`config.mk`:
```
export PLATFORM = sky130hd
export DESIGN_NAME = poly_diff_gen
export DESIGN_NICKNAME = d
export VERILOG_FILES = /design/src/rtl/pdg_pkg.sv /design/src/rtl/pdg_seed_bank.sv /design/src/rtl/pdg_diff_chain.sv /design/src/rtl/pdg_ctrl.sv /design/src/rtl/poly_diff_gen.sv
export SDC_FILE = /design/constraint.sdc
export NUM_CORES = 1
export LEC_CHECK = 0
export ABC_AREA = 0
export ABC_CLOCK_PERIOD_IN_PS = 23700
export BUFFER_PORTS_ARGS = -buffer_cell sky130_fd_sc_hd__buf_2
export CAP_MARGIN = 20
export CORE_ASPECT_RATIO = 1.75
export CORE_MARGIN = 4
export CORE_UTILIZATION = 40
export DETAILED_ROUTE_END_ITERATION = 10
export MAX_ROUTING_LAYER = met4
export PLACE_DENSITY_LB_ADDON = 0.2
export SYNTH_ARGS = -nofsm -noshare
export SYNTH_HDL_FRONTEND = slang
export SYNTH_SLANG_ARGS = --single-unit
```
`constraint.sdc`:
```
create_clock -name clk -period 23.7 [get_ports clk]
set_input_delay 1.185 -clock clk [delete_from_list [all_inputs] [get_ports clk]]
set_output_delay 1.185 -clock clk [all_outputs]
set_load 0.03 [all_outputs]
```
`src/rtl/pdg_pkg.sv`:
```
package pdg_pkg;

  typedef enum logic [1:0] {
    PDG_IDLE = 2'd0,
    PDG_RUN  = 2'd1,
    PDG_DONE = 2'd2
  } pdg_state_e;

endpackage

```
`src/rtl/pdg_seed_bank.sv`:
```
module pdg_seed_bank #(
  parameter int W     = 32,
  parameter int NREG  = 7,
  parameter int SEL_W = 3
) (
  input  logic                clk,
  input  logic                rst_n,
  input  logic                we,
  input  logic [SEL_W-1:0]    sel,
  input  logic [W-1:0]        wdata,
  output logic [NREG*W-1:0]   seeds_o
);

  logic [W-1:0] bank_q [NREG];

  for (genvar g = 0; g < NREG; g++) begin : g_slot
    logic en;
    assign en = we && (sel == SEL_W'(g));

    always_ff @(posedge clk or negedge rst_n) begin
      if (!rst_n) begin
        bank_q[g] <= '0;
      end else if (en) begin
        bank_q[g] <= wdata;
      end
    end

    assign seeds_o[g*W +: W] = bank_q[g];
  end

endmodule

```
`src/rtl/pdg_diff_chain.sv`:
```
module pdg_diff_chain #(
  parameter int W       = 32,
  parameter int MAX_ORD = 6,
  parameter int NREG    = MAX_ORD + 1,
  parameter int SEL_W   = 3
) (
  input  logic               clk,
  input  logic               rst_n,
  input  logic               load,
  input  logic               step,
  input  logic [SEL_W-1:0]   ord_in,
  input  logic [NREG*W-1:0]  seeds_i,
  output logic [W-1:0]       value_o,
  output logic [W-1:0]       d1_o,
  output logic [SEL_W-1:0]   ord_q
);

  logic [SEL_W-1:0] ord_cl;
  logic [W-1:0]     acc_q [NREG];
  logic [W-1:0]     acc_n [NREG];
  logic             acc_en;

  assign ord_cl = (ord_in > SEL_W'(MAX_ORD)) ? SEL_W'(MAX_ORD) : ord_in;
  assign acc_en = load || step;

  always_ff @(posedge clk or negedge rst_n) begin
    if (!rst_n) begin
      ord_q <= '0;
    end else if (load) begin
      ord_q <= ord_cl;
    end
  end

  for (genvar g = 0; g < NREG; g++) begin : g_stage
    logic [W-1:0] addend;

    if (g < NREG - 1) begin : g_feed
      assign addend = (SEL_W'(g + 1) <= ord_q) ? acc_q[g+1] : '0;
    end else begin : g_top
      assign addend = '0;
    end

    always_comb begin
      if (load) begin
        acc_n[g] = seeds_i[g*W +: W];
      end else begin
        acc_n[g] = acc_q[g] + addend;
      end
    end

    always_ff @(posedge clk or negedge rst_n) begin
      if (!rst_n) begin
        acc_q[g] <= '0;
      end else if (acc_en) begin
        acc_q[g] <= acc_n[g];
      end
    end
  end

  assign value_o = acc_q[0];
  assign d1_o    = acc_q[1];

endmodule

```
`src/rtl/pdg_ctrl.sv`:
```
module pdg_ctrl
  import pdg_pkg::*;
#(
  parameter int CNT_W = 16
) (
  input  logic             clk,
  input  logic             rst_n,
  input  logic             start,
  input  logic [CNT_W-1:0] count,
  input  logic             out_ready,
  output logic             load,
  output logic             step,
  output logic             out_valid,
  output logic             done
);

  pdg_state_e       st_q, st_n;
  logic [CNT_W-1:0] rem_q, rem_n;

  always_comb begin
    st_n  = st_q;
    rem_n = rem_q;
    if (start) begin
      rem_n = count;
      st_n  = (count == '0) ? PDG_DONE : PDG_RUN;
    end else if (st_q == PDG_RUN && out_ready) begin
      rem_n = rem_q - 1'b1;
      if (rem_q == CNT_W'(1)) begin
        st_n = PDG_DONE;
      end
    end
  end

  always_ff @(posedge clk or negedge rst_n) begin
    if (!rst_n) begin
      st_q  <= PDG_IDLE;
      rem_q <= '0;
    end else begin
      st_q  <= st_n;
      rem_q <= rem_n;
    end
  end

  assign out_valid = (st_q == PDG_RUN);
  assign done      = (st_q == PDG_DONE);
  assign load      = start;
  assign step      = out_valid && out_ready && !start;

endmodule

```
`src/rtl/poly_diff_gen.sv`:
```
module poly_diff_gen #(
  parameter  int W       = 32,
  parameter  int MAX_ORD = 6,
  parameter  int CNT_W   = 16,
  localparam int NREG    = MAX_ORD + 1,
  localparam int SEL_W   = $clog2(NREG + 1)
) (
  input  logic             clk,
  input  logic             rst_n,
  input  logic             seed_we,
  input  logic [SEL_W-1:0] seed_sel,
  input  logic [W-1:0]     seed_data,
  input  logic [SEL_W-1:0] order,
  input  logic [CNT_W-1:0] count,
  input  logic             start,
  output logic             out_valid,
  input  logic             out_ready,
  output logic [W-1:0]     out_data,
  output logic             done
);

  logic [1:0]        rst_sync_q;
  logic              rst_l;
  logic [NREG*W-1:0] seeds_flat;
  logic              load;
  logic              step;
  logic [W-1:0]      d1;
  logic [SEL_W-1:0]  ord_q;

  always_ff @(posedge clk or negedge rst_n) begin
    if (!rst_n) begin
      rst_sync_q <= 2'b00;
    end else begin
      rst_sync_q <= {rst_sync_q[0], 1'b1};
    end
  end
  assign rst_l = rst_sync_q[1];

  pdg_seed_bank #(.W(W), .NREG(NREG), .SEL_W(SEL_W)) u_bank (
    .clk     (clk),
    .rst_n   (rst_l),
    .we      (seed_we),
    .sel     (seed_sel),
    .wdata   (seed_data),
    .seeds_o (seeds_flat)
  );

  pdg_ctrl #(.CNT_W(CNT_W)) u_ctrl (
    .clk       (clk),
    .rst_n     (rst_l),
    .start     (start),
    .count     (count),
    .out_ready (out_ready),
    .load      (load),
    .step      (step),
    .out_valid (out_valid),
    .done      (done)
  );

  pdg_diff_chain #(.W(W), .MAX_ORD(MAX_ORD), .NREG(NREG), .SEL_W(SEL_W)) u_chain (
    .clk     (clk),
    .rst_n   (rst_l),
    .load    (load),
    .step    (step),
    .ord_in  (order),
    .seeds_i (seeds_flat),
    .value_o (out_data),
    .d1_o    (d1),
    .ord_q   (ord_q)
  );

endmodule

```
* Word-level counts from Yosys, hierarchy flattened
Index checks and enable logic that the tools add are counted.
** Storage, ports and cells
- Register bits :: 471
- Word-level logic and storage cells :: 77
- Latch bits :: 0
- Bits in read-only memories :: 0
- Memory bits (writable) :: 0
- Output and inout port bits :: 34
- Input port bits :: 59
- Memories :: 0
** Operators by class
- Bitwise operators :: 0
- Multiplexer cells :: 19
- Div/mod/pow operators :: 0
- Reductions and logical operators :: 17
- Shift-type cells :: 0
- Magnitude comparators :: 7
- Equal/unequal tests :: 9
- Add/sub/neg operators :: 7
- $mul :: 0
** Operators with widths (number)
- $mux 32 :: 12
- $add 32x32->32 :: 6
- $mux 16 :: 2
- $eq 16x1->1 const B :: 1
- $logic_not 16->1 :: 1
- $sub 16x1->16 const B :: 1
- $eq 3x3->1 const B :: 3
- $le 3x3->1 const A :: 3
- $logic_and 1x1->1 :: 9
- $mux 2 :: 4
- $eq 3x2->1 const B :: 2
- $le 2x3->1 const A :: 2
- $reduce_and 2->1 :: 2
- $reduce_bool 2->1 :: 2
- $eq 3x1->1 const B :: 1
- $gt 3x3->1 const B :: 1
- $le 1x3->1 const A :: 1
- $logic_not 3->1 :: 1
- $mux 3 :: 1
- $eq 2x1->1 const B :: 1
- $eq 2x2->1 const B :: 1
- $logic_not 1->1 :: 1
- $logic_or 1x1->1 :: 1

* Depth between registers and ports, before layout
Gate-level depths: netlist (run 1).
- Depth after elaboration :: 5
- Mapped depth :: 16
- Gate-level depth less buffers :: 14

* Cells and area by module
Synthesis (run 1) repeated with hierarchy kept, for this count alone.
** Unflattened totals
- Cells, all modules :: 3181
- Area total of the unflattened synthesis :: 30948.4 µm²
** By module, submodules not included
- pdg_diff_chain :: area an instance 21388.0 µm², cells each 2572, sequential area each 5680.4 µm², instances 1
- pdg_seed_bank :: area an instance 8378.0 µm², cells each 483, sequential area each 5605.4 µm², instances 1
- pdg_ctrl :: area an instance 1128.6 µm², cells each 123, sequential area each 450.4 µm², instances 1
- poly_diff_gen :: area an instance 53.8 µm², cells each 3, sequential area each 50.0 µm², instances 1

* Worst setup path after synthesis (run 1)
Ideal clock, no wire load.
- Path type :: reg-to-reg
- Start :: register u_chain.ord_q[2]
- End :: register u_chain.acc_q[62] (netlist bit)
- Buffers on the path :: 3
- Setup time :: 69 ps
- Path slack :: 20137 ps
- Cell stages (with the launch flop) :: 17
- Arrival time :: 3494 ps
- Period minus slack after synthesis :: 3563 ps
- Data required time :: 23631 ps
- Cell sequence :: dfrtp_1 -> clkbuf_1 -> clkbuf_1 -> clkbuf_1 -> and3_1 -> ha_1 -> inv_1 -> fa_1 -> and2b_1 -> o2111ai_1 -> a31oi_1 -> o211ai_1 -> a31o_2 -> a21oi_4 -> a41oi_1 -> or4_1 -> nand3_1
** Between the ends
- Cells in the longest elaborated chain, start to end :: 4
** RTL lines
- start, declared :: RTL line pdg_diff_chain.sv:15 : output logic [SEL_W-1:0] ord_q
- start signal, assigned :: RTL line pdg_diff_chain.sv:30 : ord_q <= ord_cl;
- $le 3x3->1 :: RTL line pdg_diff_chain.sv:38 : assign addend = (SEL_W'(g + 1) <= ord_q) ? acc_q[g+1] : '0;
- $mux 32 :: RTL line pdg_diff_chain.sv:38
- $add 32x32->32 :: RTL line pdg_diff_chain.sv:47 : acc_n[g] = acc_q[g] + addend;
- $mux 32 :: RTL line pdg_diff_chain.sv:44 : if (load) begin
- end signal, assigned by index :: RTL line pdg_diff_chain.sv:55 : acc_q[g] <= acc_n[g];
- end, declared :: RTL line pdg_diff_chain.sv:19 : logic [W-1:0] acc_q [NREG];
No other way between the ends.
A chain may end at the register's enable or synchronous reset.

* Worst setup path after layout (run 1)
- Start :: register u_chain.ord_q[2]
- End :: register u_chain.acc_q[88] (netlist bit)
Same word-level chain as after synthesis.

==> run_results.csv, run 1 <==
group,metric,value,unit
synth,synth_seq_area_share,38.8,%
clock_network,cts_tree,"yes",
critical_path,cp.depth,15,
outcome,status,"complete, no violations",
global_routing,grt_use_total,21.7,%
clock_network,clockBufferDepth,3,
floorplanning,die_area,80500,um2
critical_path,slowest_stage,"dfrtp_2",
synth,yosys_warnings,0,
pwr,peakVddDrop,0.0497,mV
sta,rsz0062_at_grt,"false",
routing,wl,85500,um
pwr,p_per_area,95.2,nW/um2
routing,drt_pass1_iterations,5,
sta,max_freq,0.219,GHz
synth,yosys.area.top_type,"dfrtp_1",
routing,wl_per_cell,20.3,um
floorplanning,start_util,40.3,%
critical_path,arrival,5110,ps
clock_network,post_cts_resized,0,
sta,setup_viol,0,
cells_and_area,nets,3420,
synth,synth_area,30300,um2
pwr,switchingPower,1170,uW
critical_path,crit_path_end,"u_chain.acc_q[88]",
sta,tightest_slew,988,ps
synth,synth.distinct_cells,93,
sta,min_period,4560,ps
clock_network,clk_latency,610,ps
floorplanning,die_x,216,um
critical_path,rr_endpoint,"u_chain.acc_q[88]",
cells_and_area,area_growth,9.53,%
clock_network,clk_pin_slew,70,ps
sta,finalMaxSlewViolations,0,
clock_network,cts.root.buffer_cell,"clkbuf_16",
placement,gp_congestion,0.945,
synth,ys.flop_type,"dfrtp_1",
pwr,switching_share,37.0,%
floorplanning,ios,93,
worst_hold_path,hp-class,"reg2async",
global_routing,grt_remaining_overflow,0,
sta,max_slew_margin,34.1,%
critical_path,worstSetupEndpointType,"flip-flop",
routing,via_per_inst,5.69,
critical_path,setup.worst_path.start,"u_chain.ord_q[2]",
global_routing,grt_pass1_vias,25300,
routing,route.detailed.drc,0,
critical_path,worst-path-buf-inv,2,
clock_network,numCtsBuffers,49,
synth,synth_top_area_share,38.8,%
cells_and_area,final_common_cell,"dfrtp_1",
cells_and_area,most-common-layout-cells,"dfrtp_1, nand2_1, a21oi_1, mux2_2, o21ai_0",
synth,synth_edf_count,0,
synth,async_flop_share,100,%
cells_and_area,drive_above_1_share,16.5,%
floorplanning,core,75200,um2
critical_path,critPathRequiredTime,24240,ps
synth,synth_seq_cells,471,
critical_path,crit_path_max_incr_delay,640,ps
clock_network,postCtsSetupRepairBufs,0,
pwr,pwr-share-comb,38.6,%
sta,fin_skew,20.6,ps
pwr,power_leakage,0.0151,uW
sta,tns,0,ps
sta,hold_viol_final,0,
placement,portBuffers,92,
critical_path,reg2reg_depth,15,
clock_network,cts_hold_buf,0,
critical_path,crit_top_cell,"o21a_1",
global_routing,grt_pass1_wl,137000,um
synth,synth.avg_cell_area,9.52,um2
global_routing,antenna_found_initial,1,
sta,period_share,19.3,%
synth,synth.area.top_cells,"dfrtp_1, mux2_2, ha_1",
job,maxCapViolations,0,
critical_path,r2r_slack,19140,ps
pwr,p_int,1990,uW
synth,syn_nets,3439,
clock_network,htree_levels,2,
pwr,pwr-share-clk,25.8,%
floorplanning,die-height,372,um
critical_path,setup.worst_path.start_class,"flip-flop",
clock_network,cts_sinks,471,
routing,ant_nets,0,
global_routing,grt_max_degree,170,
placement,dp_hpwl,60600,um
critical_path,critPathTopFamily,"compound AO/OA/AOI/OAI gates",
critical_path,worstReg2RegStart,"u_chain.ord_q[2]",
cells_and_area,post-route-util,44.2,%
critical_path,path_cells,"o21a_1, buf_8, and2_1, ha_1, inv_1, fa_1, nor2b_1, o21a_1, o21ai_1, a211o_1, a2111oi_2, o211ai_1, a31oi_1, mux2_2, a21oi_1",
synth,synthCells,3186,
routing,drt_iter0_markers,1355,
critical_path,critical_path_class,"reg2reg",
critical_path,crit_fanout,27,
pwr,seq_power_share,35.6,%
routing,vias,24000,
floorplanning,row_count,133,
-- registers in the layout, indices dropped and copies added (netlist names) --
| register | count |
|---|---|
| u_bank.seeds_o | 224 |
| u_chain.d1_o | 32 |
| u_chain.value_o | 32 |
| u_ctrl.rem_q | 16 |
| u_chain.ord_q | 3 |
| u_ctrl.st_q | 2 |
| rst_sync_q | 2 |
| u_chain.acc_q | 160 |
-- through the flow --
| stage | setup slack (ps) | power, uW | hold WS [ps] | area (um2) | cells |
|---|---|---|---|---|---|
| final | 19140 | 3160 | 300 | 33200 | 4219 |
| after global routing | 18790 | 3380 | 317 | 33200 | 4218 |
| after CTS | 18880 | 3190 | 294 | 33200 | 4215 |
| after detailed placement | 18910 | 2350 | 327 | 31500 | 4125 |
| after global placement | 19040 | 2320 | 320 | 31500 | 4125 |
| after floorplan | 9600 | 2060 | 331 | 30300 | 3186 |
-- power groups by stage --
stage / clock network (uW) / registers (uW) / logic [uW]
4_1_cts: 848 / 1130 / 1220
3_5_place_dp: 0 / 1140 / 1210
5_1_grt: 874 / 1150 / 1360
3_3_place_gp: 0 / 1130 / 1190
6_report: 817 / 1120 / 1220
2_1_floorplan: 0 / 1090 / 965
-- routing by layer --
metal,vias to the layer above,GRT usage [%],share of wire [%]
met5,-,-,0
met2,546,39.9,52
met3,227,2.16,3.3
met1,11800,23.8,40
met4,0,9.13,4.4
li1,11400,-,-
-- layout make-up --
type                            instances  area [um2]
Antenna cell                            1        2.50
Multi-Input combinational cell       2460       17500
Clock inverter                         20         243
Timing Repair Buffer                  123         761
Inverter                               62         234
Tap cell                             1012        1270
Fill cell                            7326       42000
Clock buffer                           70        1440
Sequential cell                       471       11800
-- how the worst min path moves through the flow --
stage                              from             endpoint  slack (ps)
after floorplan           rst_sync_q[0]        rst_sync_q[1]         330
after global placement    rst_sync_q[1]  u_bank.seeds_o[191]         320
after detailed placement  rst_sync_q[1]    u_chain.acc_q[63]         330
after CTS                         rst_n        rst_sync_q[1]         290
after global routing              rst_n        rst_sync_q[1]         320
final                     rst_sync_q[1]    u_chain.acc_q[63]         300
-- logic make-up after synthesis --
family | after synthesis | share of synthesized area (%)
and+or+nand+nor | 907 | 15.0
AOI/OAI and AO/OA | 899 | 18.8
DFF | 471 | 38.8
muxes | 310 | 11.3
buffers and inverters | 255 | 3.63
adders and majority gates | 194 | 8.15
xor gates and xnor gates | 149 | 4.30
other | 1 | 0.0124
-- synthesized netlist by cell type, drive strengths merged (12+ instances only) --
library cell	n
o31ai	12
a31oi	31
ha	188
or3	17
o211ai	25
and3	95
nand4	21
a311oi	14
mux2	264
o21a	47
o21bai	22
clkbuf	150
nand3	58
nor4	12
a21o	93
a21oi	280
nor3	42
nor2b	115
nor2	146
and2	76
nand2b	19
dfrtp	471
xor2	67
inv	62
a211oi	27
o21ai	261
buf	43
mux2i	46
xnor2	82
nand2	275
(Power assumes the default switching activity.)
==> inputs of run 2 (changes only) <==
ABC_AREA = 1   (was 0)
ABC_CLOCK_PERIOD_IN_PS = 4550   (was 23700)
clock period = 4.55 ns   (was 23.7 ns; I/O delays follow)
==> run_results.csv, run 2 <==
group,metric,value,unit
critical_path,setup.worst_path.start_class,"flip-flop",
synth,synth_edf_count,0,
synth,synth.avg_cell_area,6.44,um2
critical_path,worst-path-buf-inv,4,
global_routing,grt_pass1_wl,195000,um
worst_hold_path,hold_start,"out_ready",
sta,hold_viol_final,0,
critical_path,crit_top_cell,"nand2_1",
critical_path,crit_fanout,31,
routing,route.detailed.drc,0,
synth,synth_seq_cells,471,
critical_path,critPathTopFamily,"simple AND/OR/NAND/NOR gates",
synth,synth.most_common_cell,"nand2_1",
synth,synthTopCellsByCount,"nand2_1, inv_1, dfrtp_1",
synth,synth.area.top_cells,"dfrtp_1, nand2_1, inv_1",
outcome,status,"complete, no violations",
critical_path,reg2reg_depth,18,
sta,max_slew_margin,26.0,%
synth,syn_nets,5630,
floorplanning,core,85800,um2
clock_network,cts.root.buffer_cell,"clkbuf_16",
worst_hold_path,hp-class,"in2reg",
synth,synth_area,34600,um2
critical_path,r2r_slack,1460,ps
cells_and_area,largest_register_ffs,224,
cells_and_area,final_common_cell,"nand2_1",
routing,drt_pass1_iterations,7,
placement,gp_congestion,0.949,
critical_path,path_cells,"nand2_1, nand2_1, inv_1, buf_4, nor2_1, ha_1, inv_1, fa_1, inv_1, nand3_1, nand3_1, nand3_1, nand3_1, nand2_1, nand2_1, nand2_1, nand3_1, nand2_1",
synth,yosys.area.top_type,"dfrtp_1",
cells_and_area,fin_area,38000,um2
placement,portBuffers,92,
job,maxCapViolations,0,
sta,finalMaxSlewViolations,0,
floorplanning,row_count,142,
critical_path,arrival,3610,ps
critical_path,worstReg2RegStart,"u_chain.ord_q[2]",
clock_network,cts_sinks,471,
placement,placed_cell_area,36000,um2
placement,dp_hpwl,98200,um
critical_path,crit_path_max_incr_delay,450,ps
sta,rsz0062_at_grt,"false",
floorplanning,die_x,230,um
synth,ys.flop_type,"dfrtp_1",
routing,wl,129000,um
routing,vias,33200,
global_routing,antenna_found_initial,15,
critical_path,slowest_stage,"dfrtp_1",
synth,synthCells,5377,
synth,synth_top_area_share,34.0,%
floorplanning,start_util,40.4,%
routing,via_per_inst,5.04,
cells_and_area,drive_above_1_share,4.76,%
synth,synth.distinct_cells,44,
cells_and_area,register_area,11800,um2
critical_path,critical_path_class,"reg2reg",
sta,fin_skew,29.6,ps
sta,setup_viol,0,
sta,fin_ws,1460,ps
critical_path,setup.worst_path.start,"u_chain.ord_q[2]",
critical_path,critPathRequiredTime,5070,ps
clock_network,clk_pin_slew,70,ps
cells_and_area,area_growth,9.68,%
clock_network,postCtsSetupRepairBufs,0,
global_routing,grt_use_total,28.8,%
pwr,power,15800,uW
global_routing,grt_max_degree,124,
floorplanning,die-height,397,um
worst_hold_path,min_path_cells,4,
synth,synth_seq_area_share,34.0,%
critical_path,worstSetupEndpointType,"flip-flop",
global_routing,grt_pass1_vias,32900,
pwr,power_leakage,0.0215,uW
placement,pre_cts_ws,1490,ps
routing,drt_iter0_markers,2314,
cells_and_area,fillers,9198,
routing,wl_per_cell,19.6,um
sta,period_share,67.9,%
pwr,peakVddDrop,0.313,mV
routing,ant_nets,0,
sta,min_period,3090,ps
floorplanning,ios,93,
sta,max_freq,0.324,GHz
clock_network,post_cts_resized,0,
cells_and_area,nets,5651,
synth,yosys_warnings,0,
clock_network,cts_hold_buf,20,
clock_network,numCtsBuffers,49,
clock_network,clockBufferDepth,3,
global_routing,grt_remaining_overflow,0,
pwr,p_per_area,416,nW/um2
clock_network,htree_levels,2,
cells_and_area,multi_input_area,18200,um2
floorplanning,die_area,91500,um2
synth,async_flop_share,100,%
cells_and_area,post-route-util,44.3,%
worst_hold_path,min_to,"u_ctrl.rem_q[4]",
clock_network,cts_tree,"yes",
cells_and_area,most-common-layout-cells,"nand2_1, inv_1, dfrtp_1, nor2_1, o21ai_0",
critical_path,rr_endpoint,"u_chain.acc_q[92]",
sta,tightest_slew,1110,ps
clock_network,clk_latency,630,ps
sta,tns,0,ps
-- run 2: changes by cell type after synthesis, sizes merged, moves of 86 or more --
cell and change:
nand2 +1734, mux2 -264, and3 -95, nor2 +283
o21ai +86, a21o -87, nor2b -115, a21oi -139
nand3 +258, inv +914
-- run 2: where the power goes --
part,leakage (uW),switching [uW],internal [uW]
Sequential,0.00596,660,5020
Clock,0.000862,1920,2600
Combinational,0.0147,3780,1840
Total,0.0215,6360,9450
-- run 2: final cells by class --
class / count / share of cell area, %
diodes: 1 / 0.00659
clock buffers: 68 / 3.74
clock inverters: 24 / 0.883
inverters: 1000 / 9.89
multi-input cells: 3738 / 48.0
flip-flops and latches: 471 / 31.0
well taps: 1152 / 3.79
repair buffers: 138 / 2.63
-- run 2: worst reg2reg max path, stage by stage, from the launching register on --
cell     delay, ps
dfrtp_1        450
nand2_1        130
nand2_1        110
inv_1           40
buf_4          230
nor2_1         150
ha_1           230
inv_1           80
fa_1           420
inv_1          120
nand3_1         80
nand3_1        190
nand3_1        100
nand3_1        240
nand2_1        160
nand2_1        100
nand2_1         50
nand3_1         70
nand2_1         60
-- run 2: cell families (layout without fill, tap and decap cells) --
logic type | Yosys count | after routing | synth area share [%]
AND/OR/NAND/NOR | 2828 | 2828 | 32.6
other | 1 | 2 | 0.0108
flip-flops | 471 | 471 | 34.0
adder cells (fa/ha/maj) | 194 | 194 | 7.14
XOR/XNOR | 67 | 67 | 1.69
AO/OA/AOI/OAI | 648 | 648 | 11.2
buffers and inverters | 1168 | 1230 | 13.4
-- run 2: layer usage --
layer / global-route usage [%] / share of wire [%] / vias to the layer above
met1: 32.6 / 39 / 15500
met4: 14.8 / 6.3 / 0
met2: 50.8 / 51 / 821
met5: - / 0 / -
met3: 2.23 / 3.9 / 262
li1: - / - / 16600
-- run 2: worst max-delay path by stage --
stage,cells after the start,slack (ps),end
final,18,1460,u_chain.acc_q[92]
after global routing,18,1210,u_chain.acc_q[92]
after CTS,18,1490,u_chain.acc_q[92]
after detailed placement,18,1490,u_chain.acc_q[92]
after global placement,15,1530,u_chain.value_o[27]
after floorplan,0,-50,u_bank.seeds_o[0]
-- run 2: stage by stage --
stage               hold WS, ps  std cells
floorplan                 -68.1       5377
global placement           14.4       6476
detailed placement         13.9       6476
CTS                        25.7       6588
global route               60.0       6592
finish                     56.4       6592
